File: src/rtl/hpd_pkg.sv
package hpd_pkg;

   typedef enum logic [1:0] {
      SPD_SLOW = 2'b00,
      SPD_FAST = 2'b01,
      SPD_OSD  = 2'b10,
      SPD_OFF  = 2'b11
   } speed_t;

   typedef enum logic [1:0] {
      TC_AUTO     = 2'b00,
      TC_SLOW     = 2'b01,
      TC_NOISEDEP = 2'b10,
      TC_FAST     = 2'b11
   } tc_t;

endpackage

File: src/rtl/hpd_timebase.sv
module hpd_timebase #(
   parameter int TICKS_PER_LINE = 440,
   parameter int LINE_W         = 10,
   parameter int TICK_W         = $clog2(TICKS_PER_LINE)
) (
   input  logic              clk,
   input  logic              rst_n,
   input  logic              tick_en,
   input  logic              vsync_ref,
   output logic [LINE_W-1:0] line_q,
   output logic [TICK_W-1:0] pos_q
);

   localparam logic [TICK_W-1:0] LAST_POS = TICK_W'(TICKS_PER_LINE - 1);
   localparam logic [LINE_W-1:0] LINE_MAX = {LINE_W{1'b1}};
   localparam logic [LINE_W-1:0] LINE_ONE = LINE_W'(1);

   generate
      if (TICKS_PER_LINE < 2) begin : g_bad_ticks
         $error("hpd_timebase: TICKS_PER_LINE must be at least 2");
      end
      if (LINE_W < 5) begin : g_bad_linew
         $error("hpd_timebase: LINE_W too narrow for retrace lines");
      end
   endgenerate

   logic wrap;
   assign wrap = tick_en && (pos_q == LAST_POS);

   always_ff @(posedge clk) begin
      if (!rst_n) begin
         pos_q <= '0;
      end else if (vsync_ref) begin
         pos_q <= '0;
      end else if (wrap) begin
         pos_q <= '0;
      end else if (tick_en) begin
         pos_q <= pos_q + TICK_W'(1);
      end
   end

   always_ff @(posedge clk) begin
      if (!rst_n) begin
         line_q <= '0;
      end else if (vsync_ref) begin
         line_q <= LINE_ONE;
      end else if (wrap && (line_q != LINE_MAX)) begin
         line_q <= line_q + LINE_ONE;
      end
   end

endmodule

File: src/rtl/hpd_window.sv
module hpd_window #(
   parameter int TICKS_PER_LINE = 440,
   parameter int LINE_W         = 10,
   parameter int TICK_W         = $clog2(TICKS_PER_LINE),
   parameter int WIN_START      = 11,
   parameter int WIN_END_60     = 17,
   parameter int WIN_END_50     = 22,
   parameter int WIDE_TICKS     = 151,
   parameter int NARROW_TICKS   = 39
) (
   input  logic [LINE_W-1:0] line_q,
   input  logic [TICK_W-1:0] pos_q,
   input  logic              field60,
   input  logic              noise_det,
   input  logic              loop_off,
   output logic              in_window,
   output logic              pd_gate
);

   localparam logic [LINE_W-1:0] START_L = LINE_W'(WIN_START);
   localparam logic [LINE_W-1:0] END60_L = LINE_W'(WIN_END_60);
   localparam logic [LINE_W-1:0] END50_L = LINE_W'(WIN_END_50);
   localparam logic [TICK_W-1:0] WIDE_L  = TICK_W'(WIDE_TICKS);
   localparam logic [TICK_W-1:0] NARR_L  = TICK_W'(NARROW_TICKS);

   generate
      if (WIDE_TICKS >= TICKS_PER_LINE || WIDE_TICKS < 1) begin : g_bad_wide
         $error("hpd_window: WIDE_TICKS must lie within one line");
      end
      if (NARROW_TICKS > WIDE_TICKS || NARROW_TICKS < 1) begin : g_bad_narrow
         $error("hpd_window: NARROW_TICKS must not exceed WIDE_TICKS");
      end
      if (WIN_END_60 < WIN_START || WIN_END_50 < WIN_START) begin : g_bad_win
         $error("hpd_window: window end precedes window start");
      end
      if (WIN_END_50 >= (1 << LINE_W) || WIN_END_60 >= (1 << LINE_W)) begin : g_bad_range
         $error("hpd_window: window end exceeds line counter range");
      end
   endgenerate

   logic [LINE_W-1:0] win_end;
   logic              wide_on;
   logic              narrow_on;

   always_comb begin
      win_end   = field60 ? END60_L : END50_L;
      in_window = (line_q >= START_L) && (line_q <= win_end);
      wide_on   = pos_q < WIDE_L;
      narrow_on = pos_q < NARR_L;
   end

   always_comb begin
      if (loop_off) begin
         pd_gate = 1'b0;
      end else if (noise_det) begin
         pd_gate = narrow_on;
      end else if (in_window) begin
         pd_gate = wide_on;
      end else begin
         pd_gate = 1'b1;
      end
   end

endmodule

File: src/rtl/hpd_speed_sel.sv
module hpd_speed_sel
   import hpd_pkg::*;
(
   input  logic [1:0] tc_bits,
   input  logic       noise_det,
   input  logic       line_locked,
   input  logic       video_ident,
   input  logic       osd_revoke,
   input  logic       loop_off,
   output speed_t     speed
);

   speed_t tc_speed;

   always_comb begin
      unique case (tc_t'(tc_bits))
         TC_AUTO: begin
            if (noise_det)         tc_speed = SPD_SLOW;
            else if (!line_locked) tc_speed = SPD_FAST;
            else                   tc_speed = SPD_SLOW;
         end
         TC_SLOW:     tc_speed = SPD_SLOW;
         TC_NOISEDEP: tc_speed = noise_det ? SPD_SLOW : SPD_FAST;
         default:     tc_speed = SPD_FAST;
      endcase
   end

   always_comb begin
      if (loop_off) begin
         speed = SPD_OFF;
      end else if (!video_ident && !osd_revoke) begin
         speed = SPD_OSD;
      end else begin
         speed = tc_speed;
      end
   end

endmodule

File: src/rtl/hpd_gate_ctrl.sv
module hpd_gate_ctrl
   import hpd_pkg::*;
#(
   parameter int TICKS_PER_LINE = 440,
   parameter int LINE_W         = 10,
   parameter int WIN_START      = 11,
   parameter int WIN_END_60     = 17,
   parameter int WIN_END_50     = 22,
   parameter int WIDE_TICKS     = 151,
   parameter int NARROW_TICKS   = 39
) (
   input  logic       clk,
   input  logic       rst_n,
   input  logic       tick_en,
   input  logic       vsync_ref,
   input  logic       field60,
   input  logic       noise_det,
   input  logic       line_locked,
   input  logic       video_ident,
   input  logic       osd_revoke,
   input  logic       loop_off,
   input  logic [1:0] tc_bits,
   output logic       pd_gate,
   output logic [1:0] speed_code,
   output logic       boost
);

   localparam int TICK_W = $clog2(TICKS_PER_LINE);

   logic [LINE_W-1:0] line_q;
   logic [TICK_W-1:0] pos_q;
   logic              in_window;
   speed_t            speed;

   hpd_timebase #(
      .TICKS_PER_LINE(TICKS_PER_LINE),
      .LINE_W        (LINE_W),
      .TICK_W        (TICK_W)
   ) u_tb (
      .clk      (clk),
      .rst_n    (rst_n),
      .tick_en  (tick_en),
      .vsync_ref(vsync_ref),
      .line_q   (line_q),
      .pos_q    (pos_q)
   );

   hpd_window #(
      .TICKS_PER_LINE(TICKS_PER_LINE),
      .LINE_W        (LINE_W),
      .TICK_W        (TICK_W),
      .WIN_START     (WIN_START),
      .WIN_END_60    (WIN_END_60),
      .WIN_END_50    (WIN_END_50),
      .WIDE_TICKS    (WIDE_TICKS),
      .NARROW_TICKS  (NARROW_TICKS)
   ) u_win (
      .line_q   (line_q),
      .pos_q    (pos_q),
      .field60  (field60),
      .noise_det(noise_det),
      .loop_off (loop_off),
      .in_window(in_window),
      .pd_gate  (pd_gate)
   );

   hpd_speed_sel u_spd (
      .tc_bits    (tc_bits),
      .noise_det  (noise_det),
      .line_locked(line_locked),
      .video_ident(video_ident),
      .osd_revoke (osd_revoke),
      .loop_off   (loop_off),
      .speed      (speed)
   );

   assign speed_code = speed;
   assign boost      = (speed == SPD_FAST) && in_window && pd_gate;

endmodule

File: config.mk
export PLATFORM = sky130hd
export DESIGN_NAME = hpd_gate_ctrl
export DESIGN_NICKNAME = d
export VERILOG_FILES = /design/src/rtl/hpd_pkg.sv /design/src/rtl/hpd_timebase.sv /design/src/rtl/hpd_window.sv /design/src/rtl/hpd_speed_sel.sv /design/src/rtl/hpd_gate_ctrl.sv
export SDC_FILE = /design/constraint.sdc
export NUM_CORES = 1
export LEC_CHECK = 0
export BUFFER_PORTS_ARGS = -buffer_cell sky130_fd_sc_hd__buf_2
export CAP_MARGIN = 20
export CORE_MARGIN = 2
export CORE_UTILIZATION = 58
export CTS_BUF_LIST = sky130_fd_sc_hd__clkbuf_2
export CTS_CLUSTER_DIAMETER = 60
export DETAILED_ROUTE_END_ITERATION = 8
export PLACE_DENSITY = 0.81
export SETUP_SLACK_MARGIN = 0.2
export SYNTH_ARGS = -nofsm -noshare
export SYNTH_HDL_FRONTEND = slang
export SYNTH_SLANG_ARGS = --single-unit
File: constraint.sdc
create_clock -name clk -period 2.1 [get_ports clk]
set_input_delay 0.42 -clock clk [delete_from_list [all_inputs] [get_ports clk]]
set_output_delay 0.42 -clock clk [all_outputs]
set_load 0.01 [all_outputs]
==> results by stage <==
Run status:
- The flow ran to the end, but the final reports show violations.
- The checks that failed: negative setup slack.

Drt:
- The final layout contains routed wiring with a total length of 3200 µm.
- The via count of the routed design is 1,214.
- The average wire per standard cell is approximately 17 µm.
- For this block, the initial DRC count from the detailed router was 45.
- In this run the remaining antenna-violating nets after routing total 0.
- For this run, the detailed router's first-pass iteration total came to 4.
- After detailed routing, the number of vias per cell comes to 6.32.
- The remaining routing DRC violations is 0.

Critical path:
- The arrival time of data at the critical path endpoint is about 2200 ps.
- Along the worst path, the maximum fanout reaches 2.
- STA classifies the critical path startpoint as a flop.
- The signal on the critical path passes through a311o_1 -> a2111o_1 -> a211o_1 -> nor4b_4 -> buf_2.
- The worst-case reg-to-reg path depth is 8.
- In this design, the stage delay of the slowest critical-path cell is between 300 and 400 ps.
- The largest individual stage delay along the critical path comes from the cell a2111o_1.
- The critical path is of the reg2out type.
- At the worst endpoint, the required time is ~1700 ps.
- The critical path capture point type is an output port.

CTS:
- The quantity of hold-fixing buffers added after cts is 0.
- The TritonCTS clock tree is yes.
- Clock-pin slew was measured on the worst setup and hold paths at 190 ps.
- The root buffer cell is clkbuf_2.
- The clock passes through at most 2 buffers.
- The number of buffers added by the clock tree synthesis step is 3.
- The clock sink count is 19.
- The clock insertion delay at the later pin of the skew report is ~330 ps.
- CTS built an H-tree with a depth of 1.

Logic synthesis:
- The average footprint of a synthesized cell is approximately 8.5 µm².
- The share of synthesized area in the top cell type comes to 0.337.
- The number of nets in the synthesized netlist is 150.
- The unique cell type count in the Yosys netlist is 41.
- After synthesis, the cell types taking the most area are dfxtp_1 (34%), ha_1 (5.5%), xor2_1 (5.4%).
- The synthesized netlist occupies a cell area of ~1100 µm².
- The number of enable flip-flop cells after synthesis is 0.
- The number of synthesized register bits is 19.
- The post-synthesis cell count is approximately 130.
- The proportion of register bits with asynchronous set or reset after synthesis is 0.
- Among all flip-flop cells after synthesis, the most frequent one is dfxtp_1.
- The Yosys step of the flow raised 0 warnings.
- Of all cell types, the one taking the most synthesized area is dfxtp_1.
- For this run, the register share of the synthesized area comes to 0.337.

Timing:
- The share of the clock period used by the worst path after layout is 1.23.
- The setup clock skew after layout is 6.71 ps.
- The number of slew-limit violations in the final report came to 0.
- The worst path in the final design needs a cycle of between 2000 and 3000 ps, including I/O delays and setup.
- Timing would allow up to ~390 MHz.
- Setup violations remaining at the end of the flow were counted as 2.
- The number of hold violations in the final report is 0.
- After routing, the total negative slack on setup checks comes to -842 ps.
- The relative slew slack is 0.738.
- The slew at the pin closest to its max-slew limit is about 400 ps.
- Setup repair after global routing could not meet its margin everywhere.
- The least setup slack across all paths after layout is -481 ps.

Finish:
- The final layout contains 185 nets.
- The antenna diode count is 0.
- The post-layout instance count excluding filler cells is 192.
- The final instance area is 1480 µm².
- Of the cells placed in the final design, the portion with a size suffix greater than 1 is 0.311.
- The area growth from synthesis to layout is 31.4%.

Global routing:
- The first global-routing pass estimated 3940 µm of wire.
- In the global route stage, overall resource usage came out at 0.246.
- The initial antenna violation count is 0.
- Entering global routing, the biggest net connects 22 pins.
- The number of global-route vias before repair is 930.
- Global routing finished with a remaining overflow of 0.

Placed design:
- After detailed placement, the design holds a cell count of approximately 180.
- Detailed placement ended at an HPWL of approximately 1900 µm.
- Buffers placed on the I/O ports in this run total 15.
- The final weighted congestion of routability-driven global placement is 0.839.
- The placed cell area is ~1300 µm².

Pwr:
- The part of the power in registers is 0.618.
- The internal portion of the total power is 0.000436 W.
- The total power density per cell area is around 400 nW/µm².
- Of the total power, the clock network draws 0.277.
- Summing internal, switching and leakage power gives approximately 0.00059 W.
- The net switching fraction of the power is 0.263.
- The analysis attributes to cell leakage a power of 0.570 nW.
- The proportion of power drawn by combinational gates is 0.104.
- The switching power summed over all nets is between 0.00015 and 0.0002 W.
- The worst-case vdd ir drop is 0.431 mV.

Flow run:
- Max-cap violations in this run came to 0.

Floorplanning:
- The overall die height is around 48 µm.
- The die is a little under 50 µm wide.
- The number of ports placed on the die boundary is 16.
- The number of rows in the core area is 15.
- The area of the die is roughly 2300 µm².
- The effective utilization at floorplan is 0.633.
- The area inside the core boundary is between 1500 and 2000 µm².

Min path:
- The min-delay analysis places its worst path in the category in2reg.
- The depth of the worst hold-timing path is 2.
==> critical path, delay by kind of cell (launching register included) <==
kind,cells,cell delay [ps]
flip-flops,1,360
AO/OA/AOI/OAI,3,1050
AND/OR/NAND/NOR,1,260
buffers and inverters,1,160
==> state kept, by name, indices dropped and copies added, names as in the netlist <==
name,cells
u_tb.pos_q,9
u_tb.line_q,10
==> cell usage after synthesis (2+ instances only) <==
cell and count:
a31oi_1 2, nand3_1 7, nand4_1 4, o21ai_0 3
nand2b_1 3, o21bai_1 2, o31ai_1 8, xor2_1 7
nor2_1 13, nand2_1 10, buf_2 2, inv_1 3
or4_1 7, and3_1 2, ha_1 5, a21oi_1 8
and4_1 2, dfxtp_1 19, nor3_1 4
==> routing by layer <==
metal | wire length [µm] | vias to the layer above | global-route usage
li1 | - | 587 | -
met1 | 1400 | 553 | 0.339
met2 | 1490 | 64 | 0.389
met3 | 242 | 10 | 0.0333
met4 | 70 | 0 | 0.0973
met5 | 0 | - | 0
==> path summary, 6_finish.rpt <==
| kind | start | end | slack, ps |
|---|---|---|---|
| hold reg to reg | u_tb.line_q[9] | u_tb.line_q[9] | 520 |
| hold / removal | rst_n | u_tb.line_q[0] | 310 |
| setup / recovery | u_tb.pos_q[1] | boost | -480 |
| setup reg to reg | u_tb.pos_q[0] | u_tb.line_q[4] | 280 |
==> kinds of logic after synthesis <==
group           Yosys count  synth area share
flops                    19             0.337
mux                       1           0.00887
buf+inv                   7            0.0288
simple gates             57             0.279
fa+ha+maj                 5            0.0554
compound gates           36             0.228
xor+xnor                  8            0.0621
==> area by class of cell <==
cell class	instances	area, µm²
multi-input combinational	107	772
sequential	19	383
fill	112	300
timing repair buffer	34	265
tap	25	31.3
clock buffer	3	15.0
inverter	3	11.3
clock inverter	1	5.00
==> through the flow <==
stage / worst slack (ps) / hold WS [ps] / utilization
2_1_floorplan: 57.2 / 462 / -
3_3_place_gp: -109 / 483 / 0.747
3_5_place_dp: -141 / 491 / 0.747
4_1_cts: -488 / 315 / 0.759
5_1_grt: -583 / 302 / 0.832
6_report: -481 / 313 / 0.832
==> cell usage in the layout, fill, tap and decap left out, drive strengths merged, types with 2 or more instances in the layout <==
cell	Yosys	layout
nor3	4	4
or4	7	7
and4	2	2
buf	4	32
dfxtp	19	19
nor2	13	13
nand2b	3	3
and3	3	3
a31oi	2	2
o21ai	3	3
inv	3	3
o21bai	2	2
nand3	7	7
o31ai	8	8
nand4	4	4
nand2	10	10
ha	5	5
clkbuf	0	5
xor2	7	7
a21oi	8	8
==> what timing repair did <==
action,4_1_cts,5_1_grt
cloned,0,2
pin swaps,0,5
endpoints found under the setup margin,7,9
setup buffers,0,4
resized for setup,1,12
==> power by group through the flow <==
stage / Clock (W) / Combinational [W] / Sequential [W]
CTS: 0.000168 / 0.0000588 / 0.000366
global placement: 0 / 0.0000549 / 0.000373
detailed placement: 0 / 0.0000585 / 0.000373
global route: 0.000184 / 0.0000680 / 0.000366
finish: 0.000164 / 0.0000618 / 0.000366
floorplan: 0 / 0.0000295 / 0.000374
No activity file was read; power rests on OpenSTA's default activity.
